--- config.mk ---
export PLATFORM = sky130hd
export DESIGN_NAME = cellpay_gen
export DESIGN_NICKNAME = d
export VERILOG_FILES = /design/src/rtl/cellpay_pkg.sv /design/src/rtl/cellpay_seq.sv /design/src/rtl/cellpay_tstamp.sv /design/src/rtl/cellpay_lfsr.sv /design/src/rtl/cellpay_gen.sv
export SDC_FILE = /design/constraint.sdc
export NUM_CORES = 1
export LEC_CHECK = 0
export ABC_AREA = 1
export CELL_PAD_IN_SITES_DETAIL_PLACEMENT = 0
export CELL_PAD_IN_SITES_GLOBAL_PLACEMENT = 2
export CORE_AREA = 2 2 162 164
export CTS_CLUSTER_SIZE = 25
export DETAILED_ROUTE_END_ITERATION = 8
export DIE_AREA = 0 0 164 166
export DONT_BUFFER_PORTS = 1
export HOLD_SLACK_MARGIN = 0.03
export MAX_ROUTING_LAYER = met4
export PLACE_DENSITY = 0.71
export SLEW_MARGIN = 5
export SYNTH_ARGS = -nofsm -noshare
export SYNTH_HDL_FRONTEND = slang
export SYNTH_SLANG_ARGS = --single-unit
--- constraint.sdc ---
create_clock -name clk -period 8.05 [get_ports clk]
set_input_delay 2.415 -clock clk [delete_from_list [all_inputs] [get_ports clk]]
set_output_delay 2.415 -clock clk [all_outputs]
set_load 0.03 [all_outputs]
--- src/rtl/cellpay_pkg.sv ---
package cellpay_pkg;

  localparam int SN_W = 3;
  localparam int PRBS_GENS = 4;
  // generator lengths and second taps: cross 9, cross 15, cross 23, per-cell 9
  localparam int PRBS_N [PRBS_GENS] = '{9, 15, 23, 9};
  localparam int PRBS_T [PRBS_GENS] = '{5, 14, 18, 5};

  typedef enum logic [3:0] {
    MD_TSTAMP  = 4'd0,
    MD_PRBS9   = 4'd1,
    MD_PRBS15  = 4'd2,
    MD_PRBS15N = 4'd3,
    MD_PRBS23  = 4'd4,
    MD_PRBS9C  = 4'd5,
    MD_USER    = 4'd6,
    MD_ALT_AA  = 4'd7,
    MD_ALT_FF  = 4'd8,
    MD_INCR    = 4'd9
  } pay_mode_e;

  // remainder of {csi,sn} * x^3 modulo x^3+x+1, bits fed MSB first
  function automatic logic [2:0] crc3(logic [3:0] d);
    logic [2:0] r;
    logic fb;
    r = 3'b000;
    for (int i = 3; i >= 0; i--) begin
      fb = d[i] ^ r[2];
      r = {r[1:0], 1'b0} ^ (fb ? 3'b011 : 3'b000);
    end
    return r;
  endfunction

  function automatic logic [7:0] sn_byte(logic csi, logic [SN_W-1:0] sn);
    logic [6:0] upper;
    upper = {csi, sn, crc3({csi, sn})};
    return {upper, ^upper};
  endfunction

endpackage

--- src/rtl/cellpay_seq.sv ---
module cellpay_seq #(
  parameter int CELL_BYTES = 48,
  localparam int IDX_W = $clog2(CELL_BYTES)
) (
  input  logic             clk,
  input  logic             rst_n,
  input  logic             fire,
  output logic [IDX_W-1:0] byte_idx,
  output logic             sop,
  output logic             eop
);
  logic [IDX_W-1:0] idx_q;

  always_ff @(posedge clk) begin
    if (!rst_n) begin
      idx_q <= '0;
    end else if (fire) begin
      idx_q <= (idx_q == IDX_W'(CELL_BYTES - 1)) ? '0 : idx_q + 1'b1;
    end
  end

  assign byte_idx = idx_q;
  assign sop = (idx_q == '0);
  assign eop = (idx_q == IDX_W'(CELL_BYTES - 1));
endmodule

--- src/rtl/cellpay_tstamp.sv ---
module cellpay_tstamp #(
  parameter int TS_W = 32
) (
  input  logic            clk,
  input  logic            rst_n,
  input  logic            tick,
  input  logic            capture,
  output logic [TS_W-1:0] ts_live,
  output logic [TS_W-1:0] ts_held
);
  logic [TS_W-1:0] cnt_q;
  logic [TS_W-1:0] held_q;

  always_ff @(posedge clk) begin
    if (!rst_n) begin
      cnt_q  <= '0;
      held_q <= '0;
    end else begin
      if (tick) cnt_q <= cnt_q + 1'b1;
      if (capture) held_q <= cnt_q;
    end
  end

  assign ts_live = cnt_q;
  assign ts_held = held_q;
endmodule

--- src/rtl/cellpay_lfsr.sv ---
module cellpay_lfsr #(
  parameter int N = 9,
  parameter int T = 5
) (
  input  logic       clk,
  input  logic       rst_n,
  input  logic       adv,
  input  logic       restart,
  output logic [7:0] byte_out
);
  typedef struct packed {
    logic [7:0]   b;
    logic [N-1:0] s;
  } step_t;

  // eight serial steps, new bit = s[N-1]^s[T-1] into bit 0, first bit in MSB
  function automatic step_t step8(logic [N-1:0] s_in);
    step_t r;
    logic nb;
    r.s = s_in;
    r.b = 8'h00;
    for (int i = 0; i < 8; i++) begin
      nb = r.s[N-1] ^ r.s[T-1];
      r.s = {r.s[N-2:0], nb};
      r.b = {r.b[6:0], nb};
    end
    return r;
  endfunction

  logic [N-1:0] st_q;
  logic [N-1:0] base;
  step_t        nxt;

  assign base = restart ? '1 : st_q;
  assign nxt = step8(base);
  assign byte_out = nxt.b;

  always_ff @(posedge clk) begin
    if (!rst_n) begin
      st_q <= '1;
    end else if (adv) begin
      st_q <= nxt.s;
    end
  end
endmodule

--- src/rtl/cellpay_gen.sv ---
module cellpay_gen
  import cellpay_pkg::*;
#(
  parameter int CELL_BYTES = 48,
  parameter int TS_W = 32
) (
  input  logic       clk,
  input  logic       rst_n,
  input  logic       tick_100ns,
  input  logic [3:0] cfg_mode,
  input  logic [7:0] cfg_user,
  input  logic       cfg_aal1,
  input  logic       cfg_csi,
  input  logic       err_inj,
  input  logic       out_ready,
  output logic       out_valid,
  output logic [7:0] out_data,
  output logic       out_sop,
  output logic       out_eop
);
  localparam int IDX_W = $clog2(CELL_BYTES);
  localparam int TS_BYTES = TS_W / 8;

  logic             valid_q;
  logic             fire;
  logic [IDX_W-1:0] byte_idx;
  logic             sop, eop;

  // per-payload configuration
  logic [3:0] mode_q, mode_now;
  logic [7:0] user_q, user_now;
  logic       aal_q, aal_now;

  logic             is_sn;
  logic [IDX_W-1:0] pos;
  logic             pos0;
  logic [SN_W-1:0]  sn_q;

  logic [TS_W-1:0]  ts_live, ts_held;
  logic [7:0]       ts_byte;

  logic             prbs_mode;
  logic [1:0]       prbs_sel;
  logic [PRBS_GENS-1:0] gen_adv;
  logic [7:0]       gen_byte [PRBS_GENS];

  logic       err_pend_q, err_now, err_hit;
  logic [7:0] pat_byte;

  assign fire = valid_q & out_ready;

  always_ff @(posedge clk) begin
    if (!rst_n) valid_q <= 1'b0;
    else        valid_q <= 1'b1;
  end

  cellpay_seq #(.CELL_BYTES(CELL_BYTES)) u_seq (
    .clk(clk), .rst_n(rst_n), .fire(fire),
    .byte_idx(byte_idx), .sop(sop), .eop(eop)
  );

  always_ff @(posedge clk) begin
    if (!rst_n) begin
      mode_q <= MD_TSTAMP;
      user_q <= 8'h00;
      aal_q  <= 1'b0;
    end else if (fire && sop) begin
      mode_q <= cfg_mode;
      user_q <= cfg_user;
      aal_q  <= cfg_aal1;
    end
  end

  assign mode_now = sop ? cfg_mode : mode_q;
  assign user_now = sop ? cfg_user : user_q;
  assign aal_now  = sop ? cfg_aal1 : aal_q;

  assign is_sn = aal_now & sop;
  assign pos   = byte_idx - IDX_W'(aal_now);
  assign pos0  = !is_sn && (pos == '0);

  always_ff @(posedge clk) begin
    if (!rst_n)               sn_q <= '0;
    else if (fire && is_sn)   sn_q <= sn_q + 1'b1;
  end

  cellpay_tstamp #(.TS_W(TS_W)) u_ts (
    .clk(clk), .rst_n(rst_n), .tick(tick_100ns), .capture(fire && sop),
    .ts_live(ts_live), .ts_held(ts_held)
  );

  always_comb begin
    logic [TS_W-1:0] src;
    src = sop ? ts_live : ts_held;
    if (pos < IDX_W'(TS_BYTES)) ts_byte = 8'(src >> (8 * (TS_BYTES - 1 - int'(pos))));
    else                        ts_byte = 8'h00;
  end

  always_comb begin
    prbs_mode = 1'b1;
    prbs_sel  = 2'd0;
    unique case (mode_now)
      MD_PRBS9:             prbs_sel = 2'd0;
      MD_PRBS15, MD_PRBS15N: prbs_sel = 2'd1;
      MD_PRBS23:            prbs_sel = 2'd2;
      MD_PRBS9C:            prbs_sel = 2'd3;
      default:              prbs_mode = 1'b0;
    endcase
  end

  for (genvar k = 0; k < PRBS_GENS; k++) begin : g_gen
    localparam bit RESTARTS = (k == PRBS_GENS - 1);
    assign gen_adv[k] = fire && !is_sn && prbs_mode && (prbs_sel == 2'(k));
    cellpay_lfsr #(.N(PRBS_N[k]), .T(PRBS_T[k])) u_lfsr (
      .clk(clk), .rst_n(rst_n), .adv(gen_adv[k]),
      .restart(RESTARTS && pos0), .byte_out(gen_byte[k])
    );
  end

  assign err_now = err_pend_q | err_inj;
  assign err_hit = fire && !is_sn && prbs_mode && err_now;

  always_ff @(posedge clk) begin
    if (!rst_n) err_pend_q <= 1'b0;
    else        err_pend_q <= err_now & !err_hit;
  end

  always_comb begin
    unique case (mode_now)
      MD_TSTAMP:  pat_byte = ts_byte;
      MD_PRBS9:   pat_byte = gen_byte[0];
      MD_PRBS15:  pat_byte = gen_byte[1];
      MD_PRBS15N: pat_byte = ~gen_byte[1];
      MD_PRBS23:  pat_byte = gen_byte[2];
      MD_PRBS9C:  pat_byte = gen_byte[3];
      MD_USER:    pat_byte = user_now;
      MD_ALT_AA:  pat_byte = pos[0] ? 8'h55 : 8'hAA;
      MD_ALT_FF:  pat_byte = pos[0] ? 8'h00 : 8'hFF;
      MD_INCR:    pat_byte = 8'(pos);
      default:    pat_byte = 8'h00;
    endcase
  end

  always_comb begin
    if (is_sn) out_data = sn_byte(cfg_csi, sn_q);
    else       out_data = pat_byte ^ {(prbs_mode && err_now), 7'b0};
  end

  assign out_valid = valid_q;
  assign out_sop   = sop;
  assign out_eop   = eop;
endmodule

==> results of run 1 <==
-- path summary, 6_finish.rpt --
check / startpoint / endpoint
worst min-delay path: g_gen[2].u_lfsr.st_q[4]$_SDFFE_PN1P_ / g_gen[2].u_lfsr.st_q[12]$_SDFFE_PN1P_
worst max-delay path: cfg_aal1 / out_data[7]
worst min register to register: g_gen[2].u_lfsr.st_q[4]$_SDFFE_PN1P_ / g_gen[2].u_lfsr.st_q[12]$_SDFFE_PN1P_
worst max register to register: u_seq.byte_idx[0]$_SDFFE_PN0P_ / g_gen[2].u_lfsr.st_q[13]$_SDFFE_PN1P_
-- worst max-delay path: cells and delay by family --
family                   cells  cell delay [ns]
buffers and inverters        5             0.40
AND/OR/NAND/NOR             17             1.67
adder cells (fa/ha/maj)      3             0.72
-- routing by layer --
layer | up-vias | routed length (um)
met5 | - | 0
met4 | 0 | 569
met3 | 31 | 575
met2 | 70 | 11600
met1 | 3195 | 10900
li1 | 3673 | -
-- cells in the final DEF (no fill, tap or decap), types with 4 or more instances in the layout --
cell	netlist	layout
ha_1	7	7
bufinv_16	0	4
nor2_4	5	6
xnor2_1	13	13
nand3_1	83	83
clkbuf_16	0	17
dfxtp_1	144	144
nor2_1	97	95
o211ai_1	16	16
nand4_1	19	19
a21oi_1	80	80
nor4_1	6	6
xor2_1	32	32
buf_4	2	13
nor3_1	29	29
nor2_2	4	5
inv_2	3	4
nand2_1	326	326
o21ai_0	103	103
inv_1	95	94
nand2_2	4	4
-- logic make-up after synthesis --
kind of cell | synth area share, %
and+or+nand+nor | 33.1
AOI/OAI and AO/OA | 14.6
buffers and inverters | 7.77
DFF | 38.2
xor gates and xnor gates | 5.22
adders and majority gates | 1.16
-- per-stage QoR --
stage	instance area (sq um)	util [%]	std cells	hold slack (ns)	power [mW]
floorplan	7550	-	1134	0.429	0.967
global placement	7890	30.8	1435	0.439	1.06
detailed placement	7890	30.8	1435	0.442	1.06
global route	8520	33.2	1466	0.479	1.99
CTS	8510	33.2	1466	0.456	1.94
finish	8520	33.2	1466	0.453	1.91
-- repair_timing --
item                                    4_1_cts  5_1_grt
endpoints found under the setup margin        0        2
gates resized for setup                       0        1
buffers inserted                              0        0
-- final cells by class --
type                       instances  area share, %
clock buffer                      22           5.57
clock inverter                     9           1.82
sequential                       144           33.8
timing repair buffer              14           1.38
multi-input combinational        842           48.1
tap                              335           4.92
inverter                         100           4.41
-- flip-flops by register name, indices dropped and copies added, names as in the netlist --
signal             cells
aal_q                  1
err_pend_q             1
sn_q                   3
out_valid              1
u_ts.ts_live          32
u_ts.ts_held          32
mode_q                 4
g_gen.u_lfsr.st_q     56
u_seq.byte_idx         6
user_q                 8
-- power by group through the flow --
stage / Sequential, mW / Clock (mW) / Combinational [mW]
detailed placement: 0.764 / 0 / 0.299
CTS: 0.748 / 0.890 / 0.300
floorplan: 0.761 / 0 / 0.206
global route: 0.750 / 0.917 / 0.328
finish: 0.748 / 0.864 / 0.295
global placement: 0.764 / 0 / 0.300
==> reports/results.tsv, run 1 <==
stage	metric	value	unit
setup_path	R2R cell count	14	
timing	Final Hold Vio Count	0	
setup_path	most frequent CP cell	nand2_1	
synthesis	Syn. warnings	0	
timing	clk_skew	0.0105	ns
routing	DRT antenna net count	0	
setup_path	Arr. time, crit path	5.20	ns
placement	GPL Wtd Cong	0.833	
setup_path	crit path kind	primary input to output pin	
global_route	M2 GR Usage	30.3	%
power_and_ir_drop	internal power	1.37	mW
timing	count of endpoints failing setup in the final report	0	
floorplanning	Starting Density	29.5	%
synthesis	most numerous cell in the Yosys netlist	nand2_1	
clock_tree	CTS tree	yes	
power_and_ir_drop	clock share of power	45.3	%
global_route	maximum number of pins on one net before global-route repair	121	
global_route	gr busiest metal	met2	
power_and_ir_drop	Pleak	3.60	nW
power_and_ir_drop	Flop pwr share	39.2	%
routing	WL per Instance	16.1	um
routing	DR vias	6969	
finish	Area Growth Syn to Fin	12.8	%
synthesis	Post-Synthesis Cells	1134	
floorplanning	# IOs	30	
clock_tree	clk_lat worst skew	0.43	ns
power_and_ir_drop	sw frac	28.4	%
floorplanning	core region area	0.0256	sq mm
synthesis	Post-synth EDFFs	0	
clock_tree	CTS clk-pin slew, worst paths	0.06	ns
routing	drc violations	0	
global_route	GRT overflow	0	
synthesis	Synth area leaders	dfxtp_1 38%, nand2_1 16%, o21ai_0 6.8%, nand3_1 5.5%, a21oi_1 5.3%	
clock_tree	cts-stage hold buffer count	0	
power_and_ir_drop	combinational fraction of design power	15.5	%
timing	Max Slew Vio Count	0	
floorplanning	Die ar.	0.0272	sq mm
synthesis	post-synth cell types	36	
clock_tree	Clk Tree Root Cell	clkbuf_16	
floorplanning	# rows	59	
global_route	M1 GR Usage	22.7	%
clock_tree	htree depth	4	
power_and_ir_drop	Pwr per Cell Area	224	mW/mm^2
timing	max_slew headroom	36.8	%
finish	Filler cells	2816	
timing	crit path time final	7.62	ns
global_route	first-pass GRT wire length	37.9	mm
power_and_ir_drop	Max rail drop VDD	0.112	mV
setup_path	slowest stage cell, crit path	or2_2	
routing	drt initial violations	389	
placement	IO Port Bufs	0	
setup_path	slowest stage delay, CP	0.28	ns
routing	Pre-antenna DRT Iters	4	
placement	worst setup slack after placement	0.232	ns
synthesis	mapped cell area	0.00755	sq mm
synthesis	top cell type's share of synthesized area	38.2	%
finish	final-stage net count	1145	
synthesis	Yosys top cell by area	dfxtp_1	
setup_path	data required time at the worst endpoint	5.64	ns
setup_path	R2R setup slack	4.53	ns
timing	Final Cycle Share	94.6	%
global_route	vias in the first global route	6714	
finish	share of cells above drive strength 1	6.28	%
routing	routed vias/inst	4.75	
setup_path	Worst Setup End Kind	output pin	
status	status	finished clean	
synthesis	async set-reset flop share out of synthesis	0	%
setup_path	Max FO, Critical Path	8	
setup_path	CP Launch Type	primary input	
synthesis	post-synthesis sequential area ratio	38.2	%
finish	register area	0.00288	sq mm
timing	post-route setup TNS	0	ns
timing	Worst-Margin Slew	0.946	ns
timing	RSZ-0062 raised after global routing	no	
synthesis	Synthesized Nets	1160	
job	MaxCap Viol Count	0	
global_route	initial antenna violation count	0	
power_and_ir_drop	NetSw	0.542	mW
global_route	All-Layer GR Usage	18.5	%
worst_hold_path	Hold Path Depth	2	
finish	number of diodes	0	
timing	worst setup margin	0.434	ns
clock_tree	total clock sinks	144	
synthesis	top cells by count, synth	326 x nand2_1, 144 x dfxtp_1, 103 x o21ai_0, 97 x nor2_1, 95 x inv_1	
timing	Max Clock Freq	131	MHz
global_route	M3 GR Usage	3.15	%
synthesis	Primary FF master, synth	dfxtp_1	
placement	HPWL after DPL	17.0	mm
routing	drt total wl	23.6	mm
synthesis	FF+latch count, synth	144	
floorplanning	die width	164	um
clock_tree	cts bufs inserted	17	
floorplanning	Die Ht	166	um
clock_tree	clock buffer depth	2	
synthesis	Avg Inst Size Synth	6.66	sq um
worst_hold_path	Tightest Hold Check Type	flip-flop to flip-flop	
finish	Multi-input gate area	0.00409	sq mm
No activity file was read; power rests on OpenSTA's default activity.
==> run 2: changes to the inputs <==
Settings changed: CORE_AREA 2 2 162 164 to 2 2 148 150, DIE_AREA 0 0 164 166 to 0 0 150 152, PLACE_DENSITY 0.71 to 0.82.
==> run 2 against run 1 <==
Non-clock buffer count fell by 2. Wire length fell by 5.5%. Utilization rose by 6.5 points. Setup slack improved by 0.032 ns. Die area fell by 16%. Critical path depth fell by 3. Worst hold slack improved by 0.00061 ns. Clock-buffer cell count fell by 3. Clock power fell by 1%. Combinational power rose by 4%. Critical endpoint is now out_data[4]. Largest power group unchanged.
==> reports/results.tsv, run 2 (synthesized netlist as in run 1, its figures left out) <==
stage	metric	value	unit	change
timing	post-route setup TNS	0	ns	unchanged
timing	Final Hold Vio Count	0		unchanged
setup_path	Max FO, Critical Path	8		unchanged
routing	drc violations	0		unchanged
setup_path	slowest stage cell, crit path	or2_2		
finish	most common cell after layout, fill and taps aside	nand2_1		
routing	drt total wl	22.3	mm	-5.5%
power_and_ir_drop	clock share of power	44.8	%	-0.5 points
clock_tree	CTS tree	yes		
global_route	initial antenna violation count	0		unchanged
floorplanning	Die Ht	152	um	-8.4%
power_and_ir_drop	NetSw	0.545	mW	+0.55%
status	status	finished clean		
power_and_ir_drop	combinational fraction of design power	16.0	%	+0.5 points
clock_tree	cts bufs inserted	17		unchanged
worst_hold_path	Tightest Hold Check Type	flip-flop to flip-flop		
power_and_ir_drop	internal power	1.36	mW	-0.12%
timing	RSZ-0062 raised after global routing	no		
global_route	All-Layer GR Usage	20.6	%	+2.2 points
routing	DR vias	6950		-0.27%
placement	IO Port Bufs	0		unchanged
clock_tree	postcts setup bufs	0		unchanged
worst_hold_path	Hold Path Depth	2		unchanged
power_and_ir_drop	Flop pwr share	39.2	%	about the same
power_and_ir_drop	Max rail drop VDD	0.135	mV	+21%
power_and_ir_drop	Pwr per Cell Area	225	mW/mm^2	+0.37%
power_and_ir_drop	Pleak	3.60	nW	about the same
finish	share of cells above drive strength 1	6.20	%	-0.077 points
finish	max FFs per register	56		unchanged
finish	Top reg by flops	g_gen.u_lfsr.st_q		
finish	Filler cells	2388		-15%
clock_tree	Clk Tree Root Cell	clkbuf_16		
setup_path	data required time at the worst endpoint	5.64	ns	about the same
timing	count of endpoints failing setup in the final report	0		unchanged
timing	crit path time final	7.58	ns	-0.0318 ns
global_route	vias in the first global route	6724		+0.15%
setup_path	CP cell instances	inv_1, nor2_2, inv_1, nand2_1, ha_1, ha_1, inv_1, nand2_1, nand2_1, inv_1, ha_1, or2_2, nor2_1, nand2_1, nor2_1, nand3_1, nor2_2, nand2_1, nand4_1, nand2_1, o21ai_0, buf_4		
routing	drt initial violations	368		-5.4%
clock_tree	CTS clk-pin slew, worst paths	0.06	ns	about the same
finish	Area Growth Syn to Fin	12.4	%	
floorplanning	Starting Density	35.4	%	+5.9 points
global_route	M2 GR Usage	33.6	%	+3.3 points
clock_tree	total clock sinks	144		unchanged
setup_path	CP Launch Type	primary input		
timing	Max Clock Freq	132	MHz	+0.42%
floorplanning	Die ar.	0.0228	sq mm	-16%
timing	clk_skew	0.0113	ns	+0.000851 ns
floorplanning	# rows	54		-8.5%
setup_path	Arr. time, crit path	5.17	ns	-0.03 ns
timing	max_slew headroom	27.4	%	-9.4 points
setup_path	CP delay by family, top	simple AND/OR/NAND/NOR gates		
setup_path	slowest stage delay, CP	0.29	ns	about the same
global_route	maximum number of pins on one net before global-route repair	121		unchanged
floorplanning	core region area	0.0214	sq mm	-17%
timing	Final Cycle Share	94.2	%	-0.40 points
finish	final-stage net count	1143		-0.17%
setup_path	Worst Setup End Kind	output pin		
global_route	M3 GR Usage	3.90	%	+0.76 points
routing	Pre-antenna DRT Iters	4		unchanged
timing	Worst-Margin Slew	1.09	ns	+0.141 ns
global_route	first-pass GRT wire length	36.0	mm	-4.8%
job	MaxCap Viol Count	0		unchanged
setup_path	most frequent CP cell	nand2_1		
placement	Post-DP Area	0.00786	sq mm	-0.27%
global_route	gr busiest metal	met2		
routing	DRT antenna net count	0		unchanged
floorplanning	die width	150	um	-8.5%
routing	routed vias/inst	4.93		+3.8%
clock_tree	clock buffer depth	2		unchanged
clock_tree	CTS resizes	0		unchanged
setup_path	crit path kind	primary input to output pin		
placement	GPL Wtd Cong	0.865		+3.8%
clock_tree	cts-stage hold buffer count	0		unchanged
timing	Max Slew Vio Count	0		unchanged
clock_tree	htree depth	4		unchanged
global_route	M1 GR Usage	25.2	%	+2.6 points
finish	cell area after layout	0.00849	sq mm	-0.29%
floorplanning	# IOs	30		unchanged
finish	commonest cells after routing, fill and taps aside	326 x nand2_1, 144 x dfxtp_1, 103 x o21ai_0		
placement	HPWL after DPL	15.9	mm	-6.7%
setup_path	WP buf/inv	5		unchanged
global_route	GRT overflow	0		unchanged
routing	WL per Instance	15.8	um	-1.7%
setup_path	Worst path depth	22		-12%
power_and_ir_drop	sw frac	28.6	%	+0.14 points
finish	number of diodes	0		unchanged
setup_path	R2R cell count	10		-4
clock_tree	clk_lat worst skew	0.43	ns	about the same
-- run 2: changes by cell type in the layout (fill, tap and decap cells not counted), moves of 2 or more --
cell / delta
buf_4: -7
clkinvlp_4: +2
clkbuf_8: -2
buf_12: +5
-- run 2: metrics by stage --
stage                     power, mW  setup WS [ns]  std cells  hold WS (ns)  utilization [%]
after floorplan               0.967          0.266       1134         0.429                -
after global placement         1.07          0.313       1378         0.438             36.8
after detailed placement       1.07          0.308       1378         0.442             36.8
after CTS                      1.93          0.306       1409         0.456             39.8
after global routing           1.99          0.134       1409         0.466             39.8
final                          1.91          0.466       1409         0.454             39.8
-- run 2: per-layer routing --
| metal | vias up | routed length, um | share of wire [%] |
|---|---|---|---|
| met3 | 36 | 679 | 3.0 |
| met4 | 0 | 626 | 2.8 |
| met2 | 95 | 10900 | 49 |
| li1 | 3655 | - | - |
| met1 | 3164 | 10100 | 45 |
| met5 | - | 0 | 0 |
-- run 2: tightest hold or removal path, cell delays in order, from the launching register on --
cell	delay [ns]
dfxtp_1	0.30
inv_1	0.06
a21oi_1	0.06
-- run 2: cell type report --
class                      count  area, sq um  share of cell area [%]
inverter                     100          375                    4.42
clock inverter                12          183                    2.15
multi-input combinational    842         4090                    48.2
sequential                   144         2880                    33.9
timing repair buffer          12          165                    1.94
tap                          280          350                    4.13
clock buffer                  19          443                    5.22
-- run 2: power by group through the flow --
stage                     sequential [mW]  clock, mW  combinational [mW]
after floorplan                     0.761          0               0.206
after global placement              0.764          0               0.310
after CTS                           0.748      0.874               0.311
after detailed placement            0.764          0               0.309
final                               0.748      0.855               0.306
after global routing                0.751      0.898               0.342
-- run 2: worst paths after layout --
path	start	end	slack (ns)
worst max-delay path	cfg_aal1	out_data[4]	0.47
worst min register to register	u_ts.ts_held[31]$_SDFFE_PN0P_	u_ts.ts_held[31]$_SDFFE_PN0P_	0.45
worst min-delay path	u_ts.ts_held[31]$_SDFFE_PN0P_	u_ts.ts_held[31]$_SDFFE_PN0P_	0.45
worst max register to register	u_seq.byte_idx[1]$_SDFFE_PN0P_	sn_q[1]$_SDFFE_PN0P_	4.23
==> run 3: changes to the inputs <==
Settings changed: CORE_AREA 2 2 148 150 to 2 2 174 142, DIE_AREA 0 0 150 152 to 0 0 176 144, SYNTH_HIERARCHICAL set to 1.
==> run 3 against run 2 <==
Combinational power rose by 6%. Worst hold slack got worse by 0.0073 ns. Utilization fell by 1.0 points. Non-clock buffer count grew 2. Clock power is 2.9% lower. Sequential cell count is the same. Final cell count up 14%. Setup slack lost 0.029 ns. Total power decreased by 0.15%. Synthesized cell count rose by 13%.
==> reports/results.tsv, run 3 <==
stage	metric	value	unit	change
setup_path	Max FO, Critical Path	8		unchanged
placement	worst setup slack after placement	0.508	ns	+0.199 ns
routing	DR vias	7956		+14%
routing	drc violations	0		unchanged
timing	Worst-Margin Slew	0.972	ns	-0.115 ns
status	status	finished clean		
clock_tree	clk_lat worst skew	0.43	ns	about the same
clock_tree	CTS tree	yes		
synthesis	async set-reset flop share out of synthesis	0	%	unchanged
finish	share of cells above drive strength 1	10.2	%	+4.0 points
clock_tree	cts-stage hold buffer count	0		unchanged
timing	clk_skew	0.0110	ns	-0.000343 ns
clock_tree	CTS clk-pin slew, worst paths	0.06	ns	about the same
routing	drt total wl	24.7	mm	+11%
floorplanning	Die ar.	0.0253	sq mm	+11%
timing	Max Clock Freq	131	MHz	-0.38%
setup_path	crit path kind	primary input to output pin		
global_route	maximum number of pins on one net before global-route repair	104		-14%
timing	post-route setup TNS	0	ns	unchanged
finish	number of diodes	0		unchanged
setup_path	WP buf/inv	4		-1
clock_tree	clock buffer depth	2		unchanged
synthesis	Yosys top cell by area	dfxtp_1		
floorplanning	core region area	0.0238	sq mm	+11%
finish	final-stage net count	1300		+14%
finish	Top reg by flops	g_gen.u_lfsr/st_q		
synthesis	post-synth cell types	42		+17%
setup_path	CP delay by family, top	simple AND/OR/NAND/NOR gates		
setup_path	CP cell instances	nand2_1, nand2_1, ha_1, ha_1, xnor2_1, ha_1, inv_1, nor2_1, nand2_1, nor4_1, buf_4, inv_1, nand4_1, and2_1, nand2_1, nand3_1, nor2_1, nand3_1, nand2_1, nand2_1, buf_12		
global_route	GRT overflow	0		unchanged
job	MaxCap Viol Count	0		unchanged
setup_path	most frequent CP cell	nand2_1		
clock_tree	CTS resizes	0		unchanged
timing	count of endpoints failing setup in the final report	0		unchanged
placement	HPWL after DPL	17.8	mm	+12%
routing	WL per Instance	15.4	um	-2.6%
synthesis	Post-Synthesis Cells	1283		+13%
setup_path	reg-to-reg endpoint	g_gen[3].u_lfsr/st_q[5]$_SDFFE_PN1P_		
setup_path	slowest stage cell, crit path	xnor2_1		
finish	commonest cells after routing, fill and taps aside	302 x nand2_1, 176 x nor2_1, 144 x dfxtp_1		
setup_path	R2R setup slack	3.85	ns	-0.38 ns
global_route	first-pass GRT wire length	40.2	mm	+12%
clock_tree	Clk Tree Root Cell	clkbuf_16		
routing	Pre-antenna DRT Iters	5		+1
setup_path	slowest stage delay, CP	0.32	ns	+0.03 ns
floorplanning	# rows	51		-5.6%
placement	GPL Wtd Cong	0.887		+2.5%
synthesis	post-synthesis sequential area ratio	34.6	%	-3.6 points
setup_path	data required time at the worst endpoint	5.64	ns	about the same
floorplanning	Starting Density	35.0	%	-0.35 points
synthesis	Primary FF master, synth	dfxtp_1		
finish	most common cell after layout, fill and taps aside	nand2_1		
floorplanning	die width	176	um	+17%
clock_tree	total clock sinks	144		unchanged
power_and_ir_drop	Pleak	4.01	nW	+12%
synthesis	Avg Inst Size Synth	6.50	sq um	-2.4%
synthesis	most numerous cell in the Yosys netlist	nand2_1		
floorplanning	Die Ht	144	um	-5.3%
synthesis	top cell type's share of synthesized area	34.6	%	-3.6 points
timing	max_slew headroom	34.7	%	+7.3 points
global_route	vias in the first global route	7228		+7.5%
timing	Final Cycle Share	94.6	%	+0.36 points
setup_path	end of the critical path	out_data[0]		
setup_path	Arr. time, crit path	5.20	ns	+0.03 ns
global_route	initial antenna violation count	0		unchanged
timing	Max Slew Vio Count	0		unchanged
setup_path	worst reg2reg startpoint	u_seq/byte_idx[1]$_SDFFE_PN0P_		
synthesis	mapped cell area	0.00834	sq mm	+10%
timing	RSZ-0062 raised after global routing	no		
synthesis	FF+latch count, synth	144		unchanged
setup_path	Worst Setup End Kind	output pin		
placement	IO Port Bufs	0		unchanged
clock_tree	cts bufs inserted	17		unchanged
routing	drt initial violations	618		+68%
floorplanning	# IOs	30		unchanged
routing	DRT antenna net count	0		unchanged
synthesis	Syn. warnings	6		+6
clock_tree	postcts setup bufs	0		unchanged
setup_path	Worst path depth	21		-4.5%
finish	max FFs per register	56		unchanged
global_route	All-Layer GR Usage	20.9	%	+0.31 points
timing	Final Hold Vio Count	0		unchanged
timing	crit path time final	7.61	ns	+0.0287 ns
routing	routed vias/inst	4.96		+0.62%
setup_path	CP startpoint	cfg_aal1		
power_and_ir_drop	Pwr per Cell Area	207	mW/mm^2	-8.1%
setup_path	R2R cell count	16		+6
finish	Area Growth Syn to Fin	10.7	%	
timing	worst setup margin	0.437	ns	-0.0287 ns
synthesis	Post-synth EDFFs	0		unchanged
worst_hold_path	Tightest Hold Check Type	flip-flop to flip-flop		
clock_tree	htree depth	4		unchanged
setup_path	CP Launch Type	primary input		
power_and_ir_drop	Max rail drop VDD	0.145	mV	+7.2%
synthesis	top cells by count, synth	302 x nand2_1, 177 x nor2_1, 144 x dfxtp_1, 122 x inv_1, 119 x o21ai_0		
synthesis	Synth area leaders	dfxtp_1 35%, nand2_1 14%, nor2_1 8.0%, o21ai_0 7.1%, nand3_1 5.6%		
-- run 3: changes by cell type in the layout (fill, tap and decap cells not counted), sizes merged, moves of 4 or more --
cell   previous run  this run
nand3            84       101
inv             100       139
a21oi            80        89
nor2            106       207
conb              0         7
o21ai           105       129
and3              2         7
nand2           331       324
nor4              6         1
nor3             30        10
nand4            19        34
xnor2            13         9
xor2             32         4
-- run 3: worst min path at each step --
stage / startpoint / endpoint / cells past startpoint
after detailed placement: user_q[7]$_SDFFE_PN0P_ / user_q[7]$_SDFFE_PN0P_ / 2
after floorplan: user_q[7]$_SDFFE_PN0P_ / user_q[7]$_SDFFE_PN0P_ / 2
after global routing: user_q[0]$_SDFFE_PN0P_ / user_q[0]$_SDFFE_PN0P_ / 2
final: user_q[2]$_SDFFE_PN0P_ / user_q[2]$_SDFFE_PN0P_ / 2
after CTS: user_q[7]$_SDFFE_PN0P_ / user_q[7]$_SDFFE_PN0P_ / 2
after global placement: user_q[7]$_SDFFE_PN0P_ / user_q[7]$_SDFFE_PN0P_ / 2
-- run 3: logic make-up after synthesis --
group	count (synthesis)	share of synthesized area [%]
adder cells (fa/ha/maj)	7	1.05
other	1	0.0450
AND/OR/NAND/NOR	691	37.7
flip-flops	144	34.6
AO/OA/AOI/OAI	239	15.4
XOR/XNOR	13	1.37
buffers and inverters	188	9.80
-- run 3: area by class of cell --
class | instances | area, sq um
multi-input cells | 957 | 4670
flip-flops and latches | 144 | 2880
fillers | 2541 | 14600
repair buffers | 14 | 143
well taps | 318 | 398
clock inverters | 9 | 133
inverters | 140 | 531
clock buffers | 21 | 470
-- run 3: where the power goes --
part / internal, mW / switching (mW)
Sequential: 0.737 / 0.0158
Clock: 0.509 / 0.321
Combinational: 0.101 / 0.223
Total: 1.35 / 0.559
-- run 3: worst reg2reg max path, stage by stage, from the launching register on --
cell and delay, ns:
dfxtp_1 0.39, inv_1 0.11, ha_1 0.14, nand3_1 0.09
nor3_2 0.46, buf_4 0.60, o21ai_4 0.17, nor2_4 0.34
nand2_1 0.16, nand3_2 0.15, inv_2 0.04, nor3_2 0.20
inv_2 0.11, nor3_2 0.54, inv_1 0.31, a21oi_1 0.22
nand2_1 0.07
-- run 3: stage by stage --
stage	utilization (%)	cells	cell area [sq um]	hold slack, ns	power, mW
finish	38.8	1603	9230	0.447	1.91
global route	38.8	1603	9230	0.462	2.00
CTS	38.8	1603	9230	0.449	1.93
detailed placement	36.2	1573	8630	0.439	1.09
global placement	36.2	1573	8630	0.433	1.09
floorplan	-	1289	8360	0.424	1.00
-- run 3: layer usage --
metal  global-route usage (%)  wire length (um)
met4                     4.83               241
met1                     30.7             13100
met2                     29.3             10100
met3                     4.28              1270
met5                        -                 0
